==> src/rtl/rxf_pkg.sv <==
// Shared types and constants for the receive filter and ring writer.
// Assumes byte-wide RAM writes and 256-byte ring pages.
package rxf_pkg;

    localparam int DEST_BYTES = 6;
    localparam int MIN_FRAME  = 60;
    localparam int MAX_FRAME  = 1514;
    localparam int HDR_BYTES  = 4;
    localparam int FCS_BYTES  = 4;
    localparam logic [31:0] CRC_POLY  = 32'h04C1_1DB7;
    localparam logic [7:0]  STS_OK    = 8'h01;
    localparam logic [7:0]  STS_GROUP = 8'h20;

    typedef enum logic [2:0] {
        ST_IDLE, ST_DEST, ST_DECIDE, ST_FLUSH,
        ST_BODY, ST_PAD, ST_HDR, ST_DROP
    } rxf_state_e;

    // One byte of the destination hash CRC, data taken least significant bit first.
    function automatic logic [31:0] crc32_byte(input logic [31:0] c_in, input logic [7:0] d);
        logic [31:0] c;
        logic        fb;
        c = c_in;
        for (int i = 0; i < 8; i++) begin
            fb = c[31] ^ d[i];
            c  = {c[30:0], 1'b0};
            if (fb) c = c ^ CRC_POLY;
        end
        return c;
    endfunction

endpackage

==> src/rtl/rxf_addr_filter.sv <==
// Holds the six destination bytes of a frame, hashes them as they arrive,
// and gives the keep/drop verdict once all six are in.
// Assumes the caller loads at most six bytes per frame and marks the first.
module rxf_addr_filter
    import rxf_pkg::*;
(
    input  logic        clk,
    input  logic        rst_n,
    input  logic        load_i,
    input  logic        first_i,
    input  logic [7:0]  data_i,
    input  logic        promisc_i,
    input  logic        bcast_en_i,
    input  logic        mcast_en_i,
    input  logic [47:0] station_i,
    input  logic [63:0] hash_i,
    output logic [47:0] dest_o,
    output logic        accept_o,
    output logic        group_o
);

    logic [7:0]  dest_q [DEST_BYTES];
    logic [2:0]  cnt_q;
    logic [2:0]  slot;
    logic [31:0] crc_q;
    logic        is_bcast;
    logic        is_mine;

    assign slot = first_i ? 3'd0 : cnt_q;

    generate
        for (genvar b = 0; b < DEST_BYTES; b++) begin : g_byte
            // Capture destination byte b when its slot comes up.
            always_ff @(posedge clk) begin
                if (!rst_n)                            dest_q[b] <= '0;
                else if (load_i && slot == 3'(b))      dest_q[b] <= data_i;
            end
            assign dest_o[8*b +: 8] = dest_q[b];
        end
    endgenerate

    // Byte count and running hash CRC, restarted by the first byte.
    always_ff @(posedge clk) begin
        if (!rst_n) begin
            cnt_q <= '0;
            crc_q <= '1;
        end else if (load_i) begin
            cnt_q <= slot + 3'd1;
            crc_q <= crc32_byte(first_i ? 32'hFFFF_FFFF : crc_q, data_i);
        end
    end

    // Verdict from the held destination and the configuration.
    always_comb begin
        is_bcast = (dest_o == 48'hFFFF_FFFF_FFFF);
        is_mine  = (dest_o == station_i);
        group_o  = dest_q[0][0];
        if (promisc_i)     accept_o = 1'b1;
        else if (is_bcast) accept_o = bcast_en_i;
        else if (group_o)  accept_o = mcast_en_i && hash_i[crc_q[31:26]];
        else               accept_o = is_mine;
    end

    a_r2_dest_count_bound: assert property (@(posedge clk) disable iff (!rst_n)
        cnt_q <= 3'(DEST_BYTES));

endmodule

==> src/rtl/rxf_ring_calc.sv <==
// Ring arithmetic in pages: whether a maximum frame still fits before the
// boundary, and where the frame after this one will start.
// Assumes the current page lies inside the ring and LEN_W > PAGE_W.
module rxf_ring_calc
    import rxf_pkg::*;
#(
    parameter int PAGE_W = 8,
    parameter int LEN_W  = 16
) (
    input  logic [PAGE_W-1:0] cur_i,
    input  logic [PAGE_W-1:0] start_i,
    input  logic [PAGE_W-1:0] stop_i,
    input  logic [PAGE_W-1:0] bnd_i,
    input  logic [LEN_W-1:0]  len_i,
    output logic              room_ok_o,
    output logic [PAGE_W-1:0] next_pg_o
);

    localparam int FREE_W = PAGE_W + 9;
    localparam logic [FREE_W-1:0] NEED_BYTES = FREE_W'(MAX_FRAME + HDR_BYTES);
    localparam logic [LEN_W:0]    SPAN_ADD   = (LEN_W+1)'(HDR_BYTES + FCS_BYTES + 255);

    logic [PAGE_W:0]   size_pg;
    logic [PAGE_W:0]   used_pg;
    logic [PAGE_W:0]   free_pg;
    logic [LEN_W:0]    span_sum;
    logic [LEN_W-1:0]  nxt_w;

    // Free pages between the write point and the boundary.
    always_comb begin
        size_pg = {1'b0, stop_i} - {1'b0, start_i};
        used_pg = {1'b0, cur_i} - {1'b0, bnd_i};
        if (cur_i < bnd_i)         free_pg = {1'b0, bnd_i} - {1'b0, cur_i};
        else if (used_pg < size_pg) free_pg = size_pg - used_pg;
        else                        free_pg = '0;
        room_ok_o = (stop_i > start_i) && ({free_pg, 8'h00} >= NEED_BYTES);
    end

    // Page of the next frame, folded back into the ring.
    always_comb begin
        span_sum = {1'b0, len_i} + SPAN_ADD;
        nxt_w    = LEN_W'(cur_i) + LEN_W'(span_sum[LEN_W:8]);
        if (nxt_w >= LEN_W'(stop_i)) nxt_w = nxt_w - LEN_W'(size_pg);
        next_pg_o = nxt_w[PAGE_W-1:0];
    end

endmodule

==> src/rtl/rx_frame_ring_writer.sv <==
// Receive path: filters each incoming frame on its destination and writes
// kept frames, behind a four-byte header, into a paged RAM ring.
// Assumes the ring configuration is stable while a frame is in flight.
module rx_frame_ring_writer
    import rxf_pkg::*;
#(
    parameter int PAGE_W = 8,
    parameter int LEN_W  = 16
) (
    input  logic              clk,
    input  logic              rst_n,
    input  logic              rx_valid,
    input  logic              rx_sof,
    input  logic              rx_eof,
    input  logic [7:0]        rx_data,
    output logic              rx_ready,
    input  logic              rx_stopped,
    input  logic              cfg_promisc,
    input  logic              cfg_bcast_en,
    input  logic              cfg_mcast_en,
    input  logic [47:0]       station_addr,
    input  logic [63:0]       mcast_hash,
    input  logic [PAGE_W-1:0] ring_start_pg,
    input  logic [PAGE_W-1:0] ring_stop_pg,
    input  logic [PAGE_W-1:0] boundary_pg,
    input  logic              cur_pg_load,
    input  logic [PAGE_W-1:0] cur_pg_wdata,
    output logic [PAGE_W-1:0] cur_pg,
    output logic              mem_we,
    output logic [PAGE_W+7:0] mem_addr,
    output logic [7:0]        mem_wdata,
    output logic              rx_ok
);

    localparam int ADDR_W = PAGE_W + 8;
    localparam logic [2:0] LAST_DEST = 3'(DEST_BYTES - 1);

    rxf_state_e         st_q;
    logic [ADDR_W-1:0]  wptr_q;
    logic [LEN_W-1:0]   len_q;
    logic [2:0]         k_q;
    logic               eof_q;
    logic               ok_q;
    logic [PAGE_W-1:0]  cur_q;

    logic               take;
    logic               f_load;
    logic               f_accept;
    logic               f_group;
    logic [47:0]        f_dest;
    logic               room_ok;
    logic [PAGE_W-1:0]  next_pg;
    logic [LEN_W-1:0]   total_len;
    logic               pad_need;
    logic [7:0]         status;

    assign rx_ready  = (st_q == ST_IDLE) || (st_q == ST_DEST) ||
                       (st_q == ST_BODY) || (st_q == ST_DROP);
    assign take      = rx_valid && rx_ready;
    assign f_load    = take && (((st_q == ST_IDLE) && rx_sof && !rx_stopped && room_ok) ||
                                (st_q == ST_DEST));
    assign total_len = len_q + LEN_W'(HDR_BYTES);
    assign pad_need  = (len_q < LEN_W'(MIN_FRAME));
    assign status    = STS_OK | (f_group ? STS_GROUP : 8'h00);
    assign cur_pg    = cur_q;
    assign rx_ok     = ok_q;

    rxf_addr_filter u_filter (
        .clk        (clk),
        .rst_n      (rst_n),
        .load_i     (f_load),
        .first_i    (st_q == ST_IDLE),
        .data_i     (rx_data),
        .promisc_i  (cfg_promisc),
        .bcast_en_i (cfg_bcast_en),
        .mcast_en_i (cfg_mcast_en),
        .station_i  (station_addr),
        .hash_i     (mcast_hash),
        .dest_o     (f_dest),
        .accept_o   (f_accept),
        .group_o    (f_group)
    );

    rxf_ring_calc #(.PAGE_W(PAGE_W), .LEN_W(LEN_W)) u_calc (
        .cur_i     (cur_q),
        .start_i   (ring_start_pg),
        .stop_i    (ring_stop_pg),
        .bnd_i     (boundary_pg),
        .len_i     (len_q),
        .room_ok_o (room_ok),
        .next_pg_o (next_pg)
    );

    // Step the write address, folding the ring end back to its start.
    function automatic logic [ADDR_W-1:0] step_ptr(input logic [ADDR_W-1:0] p);
        logic [ADDR_W-1:0] n;
        n = p + 1'b1;
        if (n == {ring_stop_pg, 8'h00}) n = {ring_start_pg, 8'h00};
        return n;
    endfunction

    // RAM write port driven straight from the sequencing state.
    always_comb begin
        mem_we    = 1'b0;
        mem_addr  = wptr_q;
        mem_wdata = 8'h00;
        case (st_q)
            ST_FLUSH: begin
                mem_we    = 1'b1;
                mem_wdata = f_dest[{k_q, 3'b000} +: 8];
            end
            ST_BODY: begin
                mem_we    = rx_valid;
                mem_wdata = rx_data;
            end
            ST_PAD:  mem_we = pad_need;
            ST_HDR: begin
                mem_we   = 1'b1;
                mem_addr = {cur_q, 6'b0, k_q[1:0]};
                case (k_q[1:0])
                    2'd0:    mem_wdata = status;
                    2'd1:    mem_wdata = 8'(next_pg);
                    2'd2:    mem_wdata = total_len[7:0];
                    default: mem_wdata = total_len[15:8];
                endcase
            end
            default: ;
        endcase
    end

    // Frame sequencing: capture, decide, flush, stream, pad, header.
    always_ff @(posedge clk) begin
        if (!rst_n) begin
            st_q   <= ST_IDLE;
            wptr_q <= '0;
            len_q  <= '0;
            k_q    <= '0;
            eof_q  <= 1'b0;
            ok_q   <= 1'b0;
            cur_q  <= '0;
        end else begin
            ok_q <= 1'b0;
            case (st_q)
                ST_IDLE: begin
                    if (cur_pg_load) cur_q <= cur_pg_wdata;
                    if (take && rx_sof) begin
                        if (f_load) begin
                            k_q  <= 3'd1;
                            st_q <= rx_eof ? ST_IDLE : ST_DEST;
                        end else if (!rx_eof) begin
                            st_q <= ST_DROP;
                        end
                    end
                end
                ST_DEST: if (take) begin
                    k_q <= k_q + 3'd1;
                    if (k_q == LAST_DEST) begin
                        eof_q <= rx_eof;
                        st_q  <= ST_DECIDE;
                    end else if (rx_eof) begin
                        st_q <= ST_IDLE;
                    end
                end
                ST_DECIDE: begin
                    if (f_accept) begin
                        st_q   <= ST_FLUSH;
                        k_q    <= '0;
                        wptr_q <= {cur_q, 8'(HDR_BYTES)};
                        len_q  <= LEN_W'(DEST_BYTES);
                    end else begin
                        st_q <= eof_q ? ST_IDLE : ST_DROP;
                    end
                end
                ST_FLUSH: begin
                    wptr_q <= step_ptr(wptr_q);
                    k_q    <= k_q + 3'd1;
                    if (k_q == LAST_DEST) st_q <= eof_q ? ST_PAD : ST_BODY;
                end
                ST_BODY: if (take) begin
                    wptr_q <= step_ptr(wptr_q);
                    len_q  <= len_q + 1'b1;
                    if (rx_eof) st_q <= ST_PAD;
                end
                ST_PAD: begin
                    if (pad_need) begin
                        wptr_q <= step_ptr(wptr_q);
                        len_q  <= len_q + 1'b1;
                    end else begin
                        st_q <= ST_HDR;
                        k_q  <= '0;
                    end
                end
                ST_HDR: begin
                    k_q <= k_q + 3'd1;
                    if (k_q == 3'd3) begin
                        cur_q <= next_pg;
                        ok_q  <= 1'b1;
                        st_q  <= ST_IDLE;
                    end
                end
                default: if (take && rx_eof) st_q <= ST_IDLE;
            endcase
        end
    end

    a_r12_ok_single_cycle: assert property (@(posedge clk) disable iff (!rst_n)
        rx_ok |=> !rx_ok);
    a_r12_ok_after_header: assert property (@(posedge clk) disable iff (!rst_n)
        $rose(rx_ok) |-> $past(st_q == ST_HDR));
    a_r9_next_page_in_ring: assert property (@(posedge clk) disable iff (!rst_n)
        rx_ok |-> (cur_pg >= ring_start_pg) && (cur_pg < ring_stop_pg));
    a_r10_full_ring_refuses: assert property (@(posedge clk) disable iff (!rst_n)
        ((st_q == ST_IDLE) && take && rx_sof && !room_ok) |=> (st_q != ST_DEST));
    a_r11_stopped_refuses: assert property (@(posedge clk) disable iff (!rst_n)
        ((st_q == ST_IDLE) && take && rx_sof && rx_stopped) |=> (st_q != ST_DEST));
    a_r13_no_take_during_header: assert property (@(posedge clk) disable iff (!rst_n)
        (mem_we && (mem_addr[7:0] < 8'(HDR_BYTES)) && !rx_valid) |-> (rx_ready == 1'b0) || (st_q == ST_BODY));

endmodule

==> config.mk <==
export PLATFORM = sky130hd
export DESIGN_NAME = rx_frame_ring_writer
export DESIGN_NICKNAME = d
export VERILOG_FILES = /design/src/rtl/rxf_pkg.sv /design/src/rtl/rxf_addr_filter.sv /design/src/rtl/rxf_ring_calc.sv /design/src/rtl/rx_frame_ring_writer.sv
export SDC_FILE = /design/constraint.sdc
export NUM_CORES = 1
export LEC_CHECK = 0
export BUFFER_PORTS_ARGS = -buffer_cell sky130_fd_sc_hd__buf_4
export CORE_MARGIN = 2
export CORE_UTILIZATION = 40
export DETAILED_ROUTE_END_ITERATION = 7
export GPL_TIMING_DRIVEN = 1
export SLEW_MARGIN = 20
export SYNTH_ARGS = -nofsm -noshare
export SYNTH_HDL_FRONTEND = slang
export SYNTH_SLANG_ARGS = --single-unit
==> constraint.sdc <==
create_clock -name clk -period 5.53 [get_ports clk]
set_input_delay 0.2765 -clock clk [delete_from_list [all_inputs] [get_ports clk]]
set_output_delay 0.2765 -clock clk [all_outputs]
set_load 0.02 [all_outputs]
==> impl_metrics.py <==
metrics = {
    "layout": {
        "antennaDiodeCount": 0,
        "seq_area_sq_um": 3110,
        "stdcell_area_sq_um": 14600,
        "fillers": 2899,
        "final_cell_mix": "228 x buf_4, 141 x nand2_1, 127 x xnor2_1, 107 x nor2_1, 103 x inv_1",
        "multi_input_area_sq_um": 8310,
        "final_common_cell": "buf_4",
        "syn_to_final_growth_pct": 20.1,
        "nets": 1872,
        "drive_gt1_share_pct": 19.3,
    },
    "floorplan": {
        "ioPinCount": 197,
        "chipWidth_microns": 178,
        "core_sq_um": 29800,
        "die_h_microns": 178,
        "fp.dieArea_sq_um": 31900,
        "rows": 63,
        "initial_core_util_pct": 40.9,
    },
    "setup_path": {
        "r2r-start": "cur_pg[1]",
        "path_delay_family": "compound AO/OA/AOI/OAI gates",
        "r2r-end": "u_filter.crc_q[7]",
        "required_ns": 5.25,
        "critPathSlowestCell": "fa_1",
        "path_buf_inv": 4,
        "worstPathArrival_ns": 4.95,
        "worstPathCellList": "clkinv_1 -> ha_1 -> nor2b_1 -> o21ai_2 -> xnor2_1 -> ha_1 -> inv_1 -> fa_1 -> nor2b_1 -> o31a_1 -> o21ai_2 -> nor2b_2 -> xnor2_2 -> ha_1 -> nand2_1 -> a21oi_1 -> o21ai_0 -> buf_4 -> nand2_1 -> mux2_2 -> a221oi_1 -> o21ai_1 -> buf_4",
        "cp_max_fo": 5,
        "crit_path_end_kind": "output pin",
        "r2r_slack_ns": 0.89,
        "startpoint_type": "register",
        "r2r_cells": 17,
        "path_class": "reg -> out",
        "critPathMaxStageDelay_ns": 0.42,
        "cp_common_cell": "ha_1",
    },
    "cts": {
        "clk_path_buf_depth": 2,
        "cts_tree": "yes",
        "htree_levels": 4,
        "cts_num_sinks": 131,
        "clock_latency_ns": 0.43,
        "cts.clk_slew.worst_paths_ns": 0.07,
        "cts_root_buf": "clkbuf_16",
        "cts-buffers-inserted": 17,
    },
    "sta": {
        "hold_viol_final": 0,
        "skew_ns": 0.00980,
        "slew_headroom_pct": 32.5,
        "setup_viol": 0,
        "layout_worst_path_cycle_share_pct": 94.5,
        "fin_crit_ns": 5.23,
        "max_freq_ghz": 0.191,
        "setup_slack_ns": 0.303,
        "final.setup.tns_ns": 0,
        "worst_pin_slew_ns": 1.01,
        "maxSlewViolCount": 0,
    },
    "grt": {
        "grt_overflow": 0,
        "grt_pass1_wl_microns": 63400,
        "grt_pass1_vias": 11563,
        "globalRouteTotalUtil_pct": 25.8,
        "antenna_found_initial": 0,
        "grt_start_max_net_pins": 51,
    },
    "power_and_ir_drop": {
        "ir_drop_v": 0.000226,
        "p_leak_nw": 5.92,
        "cellPowerDensity_nw_per_um2": 347,
    },
    "synthesis": {
        "ys_async_sr_fraction_pct": 0,
        "synth_ff_type": "dfxtp_1",
        "synth_area_sq_um": 12200,
        "yosys.area_share.adder_pct": 8.14,
        "synth_mux_area_share_pct": 5.91,
        "synth_edf_count": 48,
        "synth_nets": 1715,
        "synth.top_cell.area_share_pct": 13.6,
        "syn_area_per_cell_sq_um": 8.23,
        "synth-seq-cells": 131,
        "synth_top_cells_by_area": "dfxtp_1 14%, edfxtp_1 12%, xnor2_1 9.3%, ha_1 7.0%, mux4_2 4.6%",
        "synth_area_leader_cell": "dfxtp_1",
        "netlist_instances": 1479,
        "synth_compound_area_share_pct": 20.4,
        "ys_types": 86,
        "synth-simple-area-share_pct": 20.4,
        "seq_area_frac_synth_pct": 25.5,
        "synth_top_family_by_area": "simple AND/OR/NAND/NOR gates",
        "synth-xor-area-share_pct": 13.3,
        "yosysWarnings": 0,
    },
    "min_path": {
        "hold_path_class": "in -> reg",
        "whs_path_depth": 3,
        "hold_path_end": "cur_pg[2]",
        "worstHoldStart": "cur_pg_wdata[2]",
    },
    "route": {
        "drcViolationCount": 0,
        "vias": 11924,
        "drtAntennaViolNets": 0,
        "drt-pass1-iter-count": 5,
        "vias_per_cell": 5.85,
        "first_iter_violations": 1199,
        "wire_per_inst_microns": 20.1,
        "drt-total-wl_microns": 40900,
    },
    "place": {
        "gp_congestion": 0.945,
        "dp_hpwl_microns": 31300,
        "place_area_sq_um": 14000,
        "numPortBuffers": 196,
        "post-place-ws_ns": 0.348,
    },
    "outcome": {
        "outcome": "completed",
    },
    "job": {
        "maxCapViolCount": 0,
    },
}
## routing by layer
layer	up-vias	share of wire [%]	track usage, %	routed length, microns
li1	5674	-	-	-
met3	84	7.7	4.80	3140
met4	0	3.1	9.49	1250
met5	-	0	0	0
met1	5672	42	33.6	17000
met2	494	48	42.4	19500
## report_power, final
group	internal [mW]	switching (mW)
registers	1.13	0.205
clock network	0.688	0.521
logic	1.09	1.45
## timing repair
action	CTS	global route
hold buffers	0	0
endpoints found under the setup margin	1	5
pin swaps	0	1
resized for setup	2	12
buffers inserted	0	2
## worst max path at each step
stage,start,end,slack (ns),cells past startpoint
after global placement,len_q[2],mem_wdata[6],0.45,21
after global routing,len_q[2],mem_wdata[6],-0.02,23
final,len_q[2],mem_wdata[6],0.30,23
after detailed placement,len_q[2],mem_wdata[6],0.35,21
after floorplan,len_q[2],mem_wdata[6],0.70,19
after CTS,len_q[2],mem_wdata[6],0.09,21
## cell usage after synthesis, drive strengths merged (18+ instances only)
master / instances
ha: 68
nor4: 19
a21o: 18
and2: 21
or3: 18
nand2: 141
o211ai: 40
nand3: 54
o21ai: 84
a21oi: 63
xor2: 53
a31oi: 23
nor2: 108
inv: 103
dfxtp: 83
buf: 30
nand4: 36
edfxtp: 48
clkbuf: 60
xnor2: 129
mux4: 25
## logic make-up (layout without fill, tap and decap cells)
family / after synthesis / after routing
AO/OA/AOI/OAI: 363 / 363
XOR/XNOR: 183 / 183
adder cells (fa/ha/maj): 76 / 76
buffers and inverters: 195 / 365
flip-flops: 131 / 131
multiplexers: 40 / 40
AND/OR/NAND/NOR: 491 / 491
## sequential cells by signal, summed over array words and instances (netlist names)
register,cells
cur_pg,8
eof_q,1
k_q,3
len_q,16
rx_ok,1
st_q,3
u_filter.cnt_q,3
u_filter.crc_q,32
u_filter.dest_q,48
wptr_q,16
## tightest hold or removal path, cell delays in order
cell and delay, ns:
buf_4 0.11, nand2_1 0.05, a311oi_1 0.08
## area by class of cell
type | count | share of cell area [%]
Inverter | 105 | 2.69
Tap cell | 390 | 3.34
Sequential cell | 131 | 21.3
Clock inverter | 15 | 1.26
Timing Repair Buffer | 228 | 11.7
Clock buffer | 17 | 2.91
Multi-Input combinational cell | 1153 | 56.8
## per-stage QoR
step                      power [mW]  instances  util, %  hold slack [ns]
after floorplan                 3.13       1479        -            0.419
after global placement          3.83       2005     46.9            0.433
after detailed placement        3.85       2005     46.9            0.437
after CTS                       5.06       2037     48.9            0.127
after global routing            5.40       2039     49.1            0.142
final                           5.08       2039     49.1            0.132
Note: power is estimated with default switching activity, not from simulation.
